**src/rtl/hmbox_pkg.sv**
```systemverilog
package hmbox_pkg;
   localparam int BYTE_W     = 8;
   localparam int MAIN_BYTES = 4;
   localparam int EXT_BYTES  = 2;
   localparam int MAX_LEN    = MAIN_BYTES - 1 + EXT_BYTES;
   localparam int LEN_W      = 3;

   typedef enum logic [3:0] {
      ST_IDLE,
      ST_POLL,
      ST_GAP,
      ST_EXT0,
      ST_EXT1,
      ST_MAIN0,
      ST_MAIN1,
      ST_MAIN2,
      ST_MAIN3,
      ST_FINISH
   } hmb_state_e;
endpackage

```
**src/rtl/hmbox_packer.sv**
```systemverilog
module hmbox_packer
   import hmbox_pkg::*;
(
   input  logic [BYTE_W-1:0]                  elem_id,
   input  logic [LEN_W-1:0]                   plen,
   input  logic [MAX_LEN-1:0][BYTE_W-1:0]     payload,
   output logic [MAIN_BYTES-1:0][BYTE_W-1:0]  main_b,
   output logic [EXT_BYTES-1:0][BYTE_W-1:0]   ext_b,
   output logic                               wide
);
   assign wide      = (int'(plen) > MAIN_BYTES - 1);
   assign main_b[0] = {wide, elem_id[BYTE_W-2:0]};

   for (genvar j = 1; j < MAIN_BYTES; j++) begin : g_main
      localparam int NARROW_SRC = j - 1;
      localparam int WIDE_SRC   = EXT_BYTES + j - 1;
      assign main_b[j] = wide ?
         ((WIDE_SRC   < int'(plen)) ? payload[WIDE_SRC]   : '0) :
         ((NARROW_SRC < int'(plen)) ? payload[NARROW_SRC] : '0);
   end

   for (genvar k = 0; k < EXT_BYTES; k++) begin : g_ext
      assign ext_b[k] = wide ? payload[k] : '0;
   end
endmodule

```
**src/rtl/hmbox_ring_ptr.sv**
```systemverilog
module hmbox_ring_ptr #(
   parameter int NUM_BOX = 4,
   parameter int PTR_W   = $clog2(NUM_BOX)
) (
   input  logic             clk,
   input  logic             rst_n,
   input  logic             adv,
   output logic [PTR_W-1:0] ptr
);
   localparam logic [PTR_W-1:0] LAST = PTR_W'(NUM_BOX - 1);

   initial assert (NUM_BOX >= 2) else $error("NUM_BOX must be at least 2");

   if ((1 << PTR_W) == NUM_BOX) begin : g_pow2
      always_ff @(posedge clk) begin
         if (!rst_n)   ptr <= '0;
         else if (adv) ptr <= ptr + 1'b1;
      end
   end else begin : g_wrap
      always_ff @(posedge clk) begin
         if (!rst_n)   ptr <= '0;
         else if (adv) ptr <= (ptr == LAST) ? '0 : ptr + 1'b1;
      end
   end

   p_ptr_range_r1: assert property (@(posedge clk) disable iff (!rst_n)
      ptr <= LAST);
endmodule

```
**src/rtl/hmbox_busy_guard.sv**
```systemverilog
module hmbox_busy_guard #(
   parameter int LIMIT = 1000
) (
   input  logic clk,
   input  logic rst_n,
   input  logic waiting,
   output logic give_up
);
   localparam int CNT_W = $clog2(LIMIT + 1);
   localparam logic [CNT_W-1:0] CNT_MAX  = CNT_W'(LIMIT);
   localparam logic [CNT_W-1:0] CNT_FIRE = CNT_W'(LIMIT - 1);

   logic [CNT_W-1:0] wait_cnt;

   initial assert (LIMIT >= 2) else $error("LIMIT must be at least 2");

   always_ff @(posedge clk) begin
      if (!rst_n) begin
         wait_cnt <= '0;
         give_up  <= 1'b0;
      end else begin
         give_up <= waiting && (wait_cnt == CNT_FIRE);
         if (!waiting)                wait_cnt <= '0;
         else if (wait_cnt != CNT_MAX) wait_cnt <= wait_cnt + 1'b1;
      end
   end

   p_give_up_single_r8: assert property (@(posedge clk) disable iff (!rst_n)
      give_up |=> !give_up);
endmodule

```
**src/rtl/hmbox_writer.sv**
```systemverilog
module hmbox_writer
   import hmbox_pkg::*;
#(
   parameter int NUM_BOX       = 4,
   parameter int POLL_MAX      = 100,
   parameter int POLL_GAP      = 10,
   parameter int BUSY_WAIT_MAX = 1000,
   parameter int ADDR_W        = 12,
   parameter int MAIN_BASE     = 'h1C0,
   parameter int EXT_BASE      = 'h1E0
) (
   input  logic                      clk,
   input  logic                      rst_n,
   input  logic                      radio_off,
   input  logic                      req_valid,
   output logic                      req_accept,
   input  logic [7:0]                req_id,
   input  logic [2:0]                req_len,
   input  logic [8*MAX_LEN-1:0]      req_data,
   input  logic [NUM_BOX-1:0]        box_busy,
   output logic                      wr_en,
   output logic [ADDR_W-1:0]         wr_addr,
   output logic [7:0]                wr_data,
   output logic                      done,
   output logic                      done_ok,
   output logic                      len_err,
   output logic                      give_up
);
   localparam int PTR_W = $clog2(NUM_BOX);
   localparam int PC_W  = $clog2(POLL_MAX + 1);
   localparam int GC_W  = $clog2(POLL_GAP + 1);
   localparam logic [PC_W-1:0] POLL_LAST = PC_W'(POLL_MAX - 1);
   localparam logic [GC_W-1:0] GAP_LAST  = GC_W'(POLL_GAP - 1);

   initial begin
      assert (POLL_MAX >= 1) else $error("POLL_MAX must be at least 1");
      assert (POLL_GAP >= 1) else $error("POLL_GAP must be at least 1");
      assert (ADDR_W >= 8)   else $error("ADDR_W too small");
   end

   hmb_state_e                         state;
   logic [PC_W-1:0]                    poll_cnt;
   logic [GC_W-1:0]                    gap_cnt;
   logic [BYTE_W-1:0]                  id_q;
   logic [LEN_W-1:0]                   len_q;
   logic [MAX_LEN-1:0][BYTE_W-1:0]     data_q;
   logic                               ok_q;
   logic                               lerr_q;
   logic [PTR_W-1:0]                   ptr;
   logic [MAIN_BYTES-1:0][BYTE_W-1:0]  main_b;
   logic [EXT_BYTES-1:0][BYTE_W-1:0]   ext_b;
   logic                               wide;
   logic                               len_bad;
   logic [ADDR_W-1:0]                  main_at;
   logic [ADDR_W-1:0]                  ext_at;

   hmbox_packer u_pack (
      .elem_id (id_q),
      .plen    (len_q),
      .payload (data_q),
      .main_b  (main_b),
      .ext_b   (ext_b),
      .wide    (wide)
   );

   hmbox_ring_ptr #(.NUM_BOX(NUM_BOX)) u_ptr (
      .clk   (clk),
      .rst_n (rst_n),
      .adv   (state == ST_MAIN3),
      .ptr   (ptr)
   );

   hmbox_busy_guard #(.LIMIT(BUSY_WAIT_MAX)) u_guard (
      .clk     (clk),
      .rst_n   (rst_n),
      .waiting (req_valid && (state != ST_IDLE)),
      .give_up (give_up)
   );

   assign req_accept = req_valid && (state == ST_IDLE);
   assign len_bad    = (req_len == '0) || (int'(req_len) > MAX_LEN);
   assign done       = (state == ST_FINISH);
   assign done_ok    = done && ok_q;
   assign len_err    = done && lerr_q;
   assign main_at    = ADDR_W'(MAIN_BASE) + ADDR_W'(ptr) * ADDR_W'(MAIN_BYTES);
   assign ext_at     = ADDR_W'(EXT_BASE) + ADDR_W'(ptr) * ADDR_W'(EXT_BYTES);

   always_ff @(posedge clk) begin
      if (!rst_n) begin
         state    <= ST_IDLE;
         poll_cnt <= '0;
         gap_cnt  <= '0;
         id_q     <= '0;
         len_q    <= '0;
         data_q   <= '0;
         ok_q     <= 1'b0;
         lerr_q   <= 1'b0;
      end else begin
         unique case (state)
            ST_IDLE: if (req_valid) begin
               ok_q   <= 1'b0;
               lerr_q <= 1'b0;
               if (radio_off) begin
                  state <= ST_FINISH;
               end else if (len_bad) begin
                  lerr_q <= 1'b1;
                  state  <= ST_FINISH;
               end else begin
                  id_q     <= req_id;
                  len_q    <= req_len;
                  data_q   <= req_data;
                  poll_cnt <= '0;
                  state    <= ST_POLL;
               end
            end
            ST_POLL: begin
               if (!box_busy[ptr])            state <= wide ? ST_EXT0 : ST_MAIN0;
               else if (poll_cnt == POLL_LAST) state <= ST_FINISH;
               else begin
                  poll_cnt <= poll_cnt + 1'b1;
                  gap_cnt  <= '0;
                  state    <= ST_GAP;
               end
            end
            ST_GAP: begin
               if (gap_cnt == GAP_LAST) state <= ST_POLL;
               else                     gap_cnt <= gap_cnt + 1'b1;
            end
            ST_EXT0:  state <= ST_EXT1;
            ST_EXT1:  state <= ST_MAIN0;
            ST_MAIN0: state <= ST_MAIN1;
            ST_MAIN1: state <= ST_MAIN2;
            ST_MAIN2: state <= ST_MAIN3;
            ST_MAIN3: begin
               ok_q  <= 1'b1;
               state <= ST_FINISH;
            end
            ST_FINISH: state <= ST_IDLE;
            default:   state <= ST_IDLE;
         endcase
      end
   end

   always_comb begin
      wr_en   = 1'b1;
      wr_addr = '0;
      wr_data = '0;
      unique case (state)
         ST_EXT0:  begin wr_addr = ext_at;          wr_data = ext_b[0];  end
         ST_EXT1:  begin wr_addr = ext_at + 1'b1;   wr_data = ext_b[1];  end
         ST_MAIN0: begin wr_addr = main_at;         wr_data = main_b[0]; end
         ST_MAIN1: begin wr_addr = main_at + 1'b1;  wr_data = main_b[1]; end
         ST_MAIN2: begin wr_addr = main_at + 2'd2;  wr_data = main_b[2]; end
         ST_MAIN3: begin wr_addr = main_at + 2'd3;  wr_data = main_b[3]; end
         default:  wr_en = 1'b0;
      endcase
   end

   p_ptr_move_r1: assert property (@(posedge clk) disable iff (!rst_n)
      !$stable(ptr) |-> (done && done_ok));
   p_wait_busy_r2: assert property (@(posedge clk) disable iff (!rst_n)
      (state == ST_POLL && box_busy[ptr]) |=> !wr_en);
   p_marker_r3: assert property (@(posedge clk) disable iff (!rst_n)
      (state == ST_MAIN0) |-> (wr_data[7] == (int'(len_q) > 3)));
   p_ext_first_r5: assert property (@(posedge clk) disable iff (!rst_n)
      (state == ST_MAIN0 && wide) |-> ($past(state) == ST_EXT1));
   p_last_write_r6: assert property (@(posedge clk) disable iff (!rst_n)
      (wr_en && wr_addr == main_at + 2'd3) |=> (done && done_ok));
   p_radio_drop_r7: assert property (@(posedge clk) disable iff (!rst_n)
      (req_accept && radio_off) |=> (done && !done_ok && !len_err));
   p_len_reject_r9: assert property (@(posedge clk) disable iff (!rst_n)
      len_err |-> (done && !done_ok));
   p_one_cycle_done_r6: assert property (@(posedge clk) disable iff (!rst_n)
      done |=> !done);
endmodule

```
**config.mk**
```make
export PLATFORM = sky130hd
export DESIGN_NAME = hmbox_writer
export DESIGN_NICKNAME = d
export VERILOG_FILES = /design/src/rtl/hmbox_pkg.sv /design/src/rtl/hmbox_packer.sv /design/src/rtl/hmbox_ring_ptr.sv /design/src/rtl/hmbox_busy_guard.sv /design/src/rtl/hmbox_writer.sv
export SDC_FILE = /design/constraint.sdc
export NUM_CORES = 1
export LEC_CHECK = 0
export BUFFER_PORTS_ARGS = -buffer_cell sky130_fd_sc_hd__buf_2
export CORE_MARGIN = 3
export CORE_UTILIZATION = 35
export DETAILED_ROUTE_END_ITERATION = 12
export GPL_ROUTABILITY_DRIVEN = 0
export PLACE_DENSITY = 0.54
export SKIP_CTS_REPAIR_TIMING = 1
export SYNTH_ARGS = -nofsm -noshare
export SYNTH_HDL_FRONTEND = slang
export SYNTH_SLANG_ARGS = --single-unit
```
**constraint.sdc**
```tcl
create_clock -name clk -period 4.65 [get_ports clk]
set_input_delay 0.2325 -clock clk [delete_from_list [all_inputs] [get_ports clk]]
set_output_delay 0.2325 -clock clk [all_outputs]
set_load 0.005 [all_outputs]
```
-- Yosys cells after proc, flatten, opt, wreduce, memory -nomap -nowiden
Cells that the tools add are included.
- $add $sub $neg: 10
- $lt $le $gt $ge: 8
- equality and inequality tests: 20
- mux-type cells: 37
- bitwise gates (word level): 2
- reduce and logical (&&, ||, !) cells: 20
- operators with widths (cell ; number):
    8-bit 2-to-1 mux ; 10
    11-bit one-hot mux with 6 select lines ; 1
    8-bit one-hot mux with 6 select lines ; 1
    4-bit 2-to-1 mux ; 9
    4-bit one-hot mux with 9 select lines ; 1
    7-bit 2-to-1 mux ; 5
    10-bit by 1-bit adder with 11-bit output, second input constant ; 2
    10-bit by 2-bit adder with 11-bit output, second input constant ; 2
    4-bit by 3-bit equality test with 1-bit output, second input constant ; 4
    2-bit inequality test, second input constant ; 7
    7-bit one-hot mux with 2 select lines ; 1
    4-bit equality test, second input constant ; 3
    10-bit by 1-bit adder with 10-bit output, second input constant ; 1
    9-bit by 3-bit adder with 10-bit output, first input constant ; 1
    9-bit by 4-bit adder with 10-bit output, first input constant ; 1
    10-bit equality test, second input constant ; 1
    10-bit inequality test, second input constant ; 1
    4-bit by 2-bit equality test with 1-bit output, second input constant ; 2
    4-bit one-hot mux with 2 select lines ; 1
    2-bit AND reduction ; 4
    4-bit AND reduction ; 2
    7-bit by 1-bit adder with 7-bit output, second input constant ; 1
    7-bit equality test, second input constant ; 1
    1-bit by 3-bit < comparator with 1-bit output, first input constant ; 2
    other kinds (21) ; 33
- flip-flop bits (word level): 80
- input bits: 59
- output and inout port bits: 26
- word-level logic and storage cells: 112

-- Depth between registers and ports, before layout
- depth after elaboration: 6
- gate-level depth with buffers: 8
- mapped depth without buffers: 7

-- Cells and area by module
A second synthesis with hierarchy kept.
- cell total of the unflattened synthesis: 585
- area total of the unflattened synthesis: 4710.8 µm²
- modules (own cells, without submodules) (module ; times used ; cells an instance ; area an instance (µm²) ; sequential area each (µm²)):
    hmbox_writer ; 1 ; 425 ; 3553.4 ; 1361.3
    hmbox_packer ; 1 ; 93 ; 554.3 ; 0.0
    hmbox_busy_guard ; 1 ; 59 ; 524.3 ; 220.2
    hmbox_ring_ptr ; 1 ; 8 ; 78.8 ; 40.0

-- Worst setup path after synthesis
Ideal clock, no wire load.
- kind: flip-flop to output port
- from: register state[2]
- to: output port wr_data[4]
- arrival time: 1.639 ns
- data required time: 4.418 ns
- slack: 2.779 ns
- cell stages (with the launch flop): 8
- buffers on the path: 2
- cells stage by stage: dfxtp_1 buf_2 or3b_2 clkbuf_1 o22ai_1 nand2_1 o21ai_0 a221o_1
- longest elaborated chain between the ends: 2
- elaborated cells on any way between the ends: 7
- classes of those cells: eq/ne (6); mux (1)
- RTL lines (item ; line ; RTL):
    from (decl) ; hmbox_writer.sv:41 ; hmb_state_e state;
    from (signal assigned) ; hmbox_writer.sv:117 ; if (!box_busy[ptr]) state <= wide ? ST_EXT0 : ST_MAIN0;
    4-bit equality test, or another cell as far along ; hmbox_writer.sv:148 ; unique case (state)
    8-bit one-hot mux with 6 select lines (*) ; hmbox_writer.sv:148 ;
    to (decl) ; hmbox_writer.sv:23 ; output logic [7:0] wr_data,
Mark *: on every way between the ends. The rest lies on a longest branch, timed or not.

-- Worst setup path after layout
- from: register state[1]
- to: output port wr_data[7]
Same word-level chain as after synthesis.

==> results.json <==
{
  "status": "finished clean",
  "worst_pin_slew_ps": 1000,
  "grt_usage_pct": 16.6,
  "grt_pass1_vias": 3550,
  "ys_seq_area_share_pct": 39.7,
  "firstDrtPassIters": 4,
  "rsz0062_at_grt": "false",
  "worstSetupPathType": "register to output pin",
  "place_area_um2": 4430,
  "htreeDepth": 3,
  "yosysTopAreaCell": "dfxtp_1",
  "ff2ff_path_depth": 5,
  "nNetsFinal": 644,
  "power.density_nw_per_um2": 448,
  "cts_made_buffers": 9,
  "setup_violations": 0,
  "required_ps": 4420,
  "grt_pass1_wl_um": 17000,
  "drt-total-wl_um": 10600,
  "synth-seq-cells": 80,
  "setup_ws_ps": 1650,
  "post-route-period-util_pct": 64.4,
  "skew_ps": 6.07,
  "cp_data_arrival_time_ps": 2760,
  "rows": 38,
  "crit_path_end_kind": "output pin",
  "fill_cells": 1172,
  "yosysWarnings": 0,
  "start_util_pct": 36.6,
  "period_needed_ps": 3000,
  "clockRootBuffer": "clkbuf_16",
  "power_leakage_nw": 1.75,
  "core_area_um2": 11000,
  "synth_ff_type": "dfxtp_1",
  "tns_ps": 0,
  "wl_per_cell_um": 14.6,
  "ys_types": 51,
  "cap_viol_max_count": 0,
  "antennaDiodeCount": 0,
  "layout_common_cells": "nand2_1 (128), dfxtp_1 (80), buf_2 (79)",
  "drt-initial-drc-count": 181,
  "synth_top_area_share_pct": 39.7,
  "die_w_um": 113,
  "finalHoldViolCount": 0,
  "grt_max_degree": 52,
  "io-pin-count": 85,
  "place_ws_ps": 1880,
  "maxSlewHeadroom_pct": 32.9,
  "grt_overflow": 0,
  "start_kind": "register",
  "synth_edf_count": 0,
  "vias_per_cell": 5.14,
  "hold_class": "input port to register",
  "syn_to_final_growth_pct": 17.0,
  "drtAntennaViolNets": 0,
  "drive_above_1_share_pct": 18.3,
  "ir_worst_vdd_mv": 0.243,
  "clock_path_buffers": 2,
  "dp_hpwl_um": 7560,
  "max_freq_mhz": 334,
  "portBuffers": 79,
  "syn_inst": 526,
  "tritoncts": "built",
  "final_common_cell": "nand2_1",
  "drc": 0,
  "hold_slack_ps": 117,
  "synthTopCellsByArea": "dfxtp_1 (40%), nand2_1 (12%), a21oi_1 (8.6%)",
  "synth.avg_cell_area_um2": 7.67,
  "synthArstFlopShare_pct": 0,
  "syn_area_um2": 4040,
  "die_area_um2": 12900,
  "min_path_cells": 3,
  "die_h_um": 113,
  "vias": 3722,
  "cts.sinks": 80,
  "clock_latency_ps": 350,
  "path_clk_slew_ps": 60,
  "final_cell_area_um2": 4720,
  "cp_max_fo": 25,
  "slew_viol_final": 0,
  "antenna_found_initial": 0,
  "fin_util_pct": 42.8
}
worst max-delay path, cell delays in order, from the launching register on:
cell and delay (ps):
dfxtp_1 980, nor2_1 250, nand3_1 480, nor2_1 110
or4_1 450, buf_2 150
path summary, 6_finish.rpt:
path	from	to	slack, ps
setup / recovery	state[1]	wr_data[7]	1650
hold / removal	req_data[9]	data_q[9]	120
setup reg to reg	state[1]	poll_cnt[3]	1860
hold reg to reg	id_q[4]	id_q[4]	460
flip-flops by register name, indices dropped and copies added, names as in the netlist:
| name | count |
|---|---|
| u_ptr.ptr | 2 |
| id_q | 7 |
| u_guard.wait_cnt | 10 |
| ok_q | 1 |
| gap_cnt | 4 |
| data_q | 40 |
| lerr_q | 1 |
| poll_cnt | 7 |
| u_guard.give_up | 1 |
| state | 4 |
| len_q | 3 |
logic make-up (layout without fill, tap and decap cells):
| group | count (synthesis) | after routing | synth area share, % |
|---|---|---|---|
| AOI/OAI and AO/OA | 135 | 135 | 20.6 |
| xor gates and xnor gates | 12 | 12 | 2.60 |
| adders and majority gates | 5 | 5 | 1.55 |
| buffers and inverters | 52 | 107 | 6.20 |
| DFF | 80 | 80 | 39.7 |
| muxes | 14 | 14 | 3.78 |
| other | 1 | 4 | 0.0929 |
| and+or+nand+nor | 227 | 227 | 25.5 |
where the power goes:
group	switching (W)	leakage (nW)	total [W]	internal [W]
logic	0.000296	0.960	0.000504	0.000207
registers	0.000145	0.648	0.000903	0.000758
clock network	0.000282	0.139	0.000708	0.000427
metal layers:
layer | vias to the layer above | part of all wire [%] | global-route usage, %
li1 | 1915 | - | -
met1 | 1712 | 46 | 21.1
met2 | 80 | 47 | 27.1
met3 | 15 | 4.3 | 3.45
met4 | 0 | 2.1 | 7.77
met5 | - | 0 | 0
cells in the mapped netlist, types with 9 or more instances:
cell type	count
inv_1	11
a22oi_1	10
buf_4	9
nand2_1	128
clkbuf_1	23
a21oi_1	69
mux2i_1	13
nor2_1	39
dfxtp_1	80
xor2_1	9
o21ai_0	22
nand3_1	13
area by class of cell:
cell class	instances	area [um^2]	area share [%]
Sequential cell	80	1600	33.9
Clock buffer	12	246	5.22
Multi-Input combinational cell	397	2200	46.7
Tap cell	140	175	3.71
Clock inverter	3	42.5	0.901
Timing Repair Buffer	81	410	8.70
Inverter	11	41.3	0.875
stage by stage:
stage / cells / total power [W]
floorplan: 529 / 0.00129
global placement: 709 / 0.00141
detailed placement: 709 / 0.00142
CTS: 724 / 0.00214
global route: 724 / 0.00224
finish: 724 / 0.00212
Note: power is estimated with default switching activity, not from simulation.
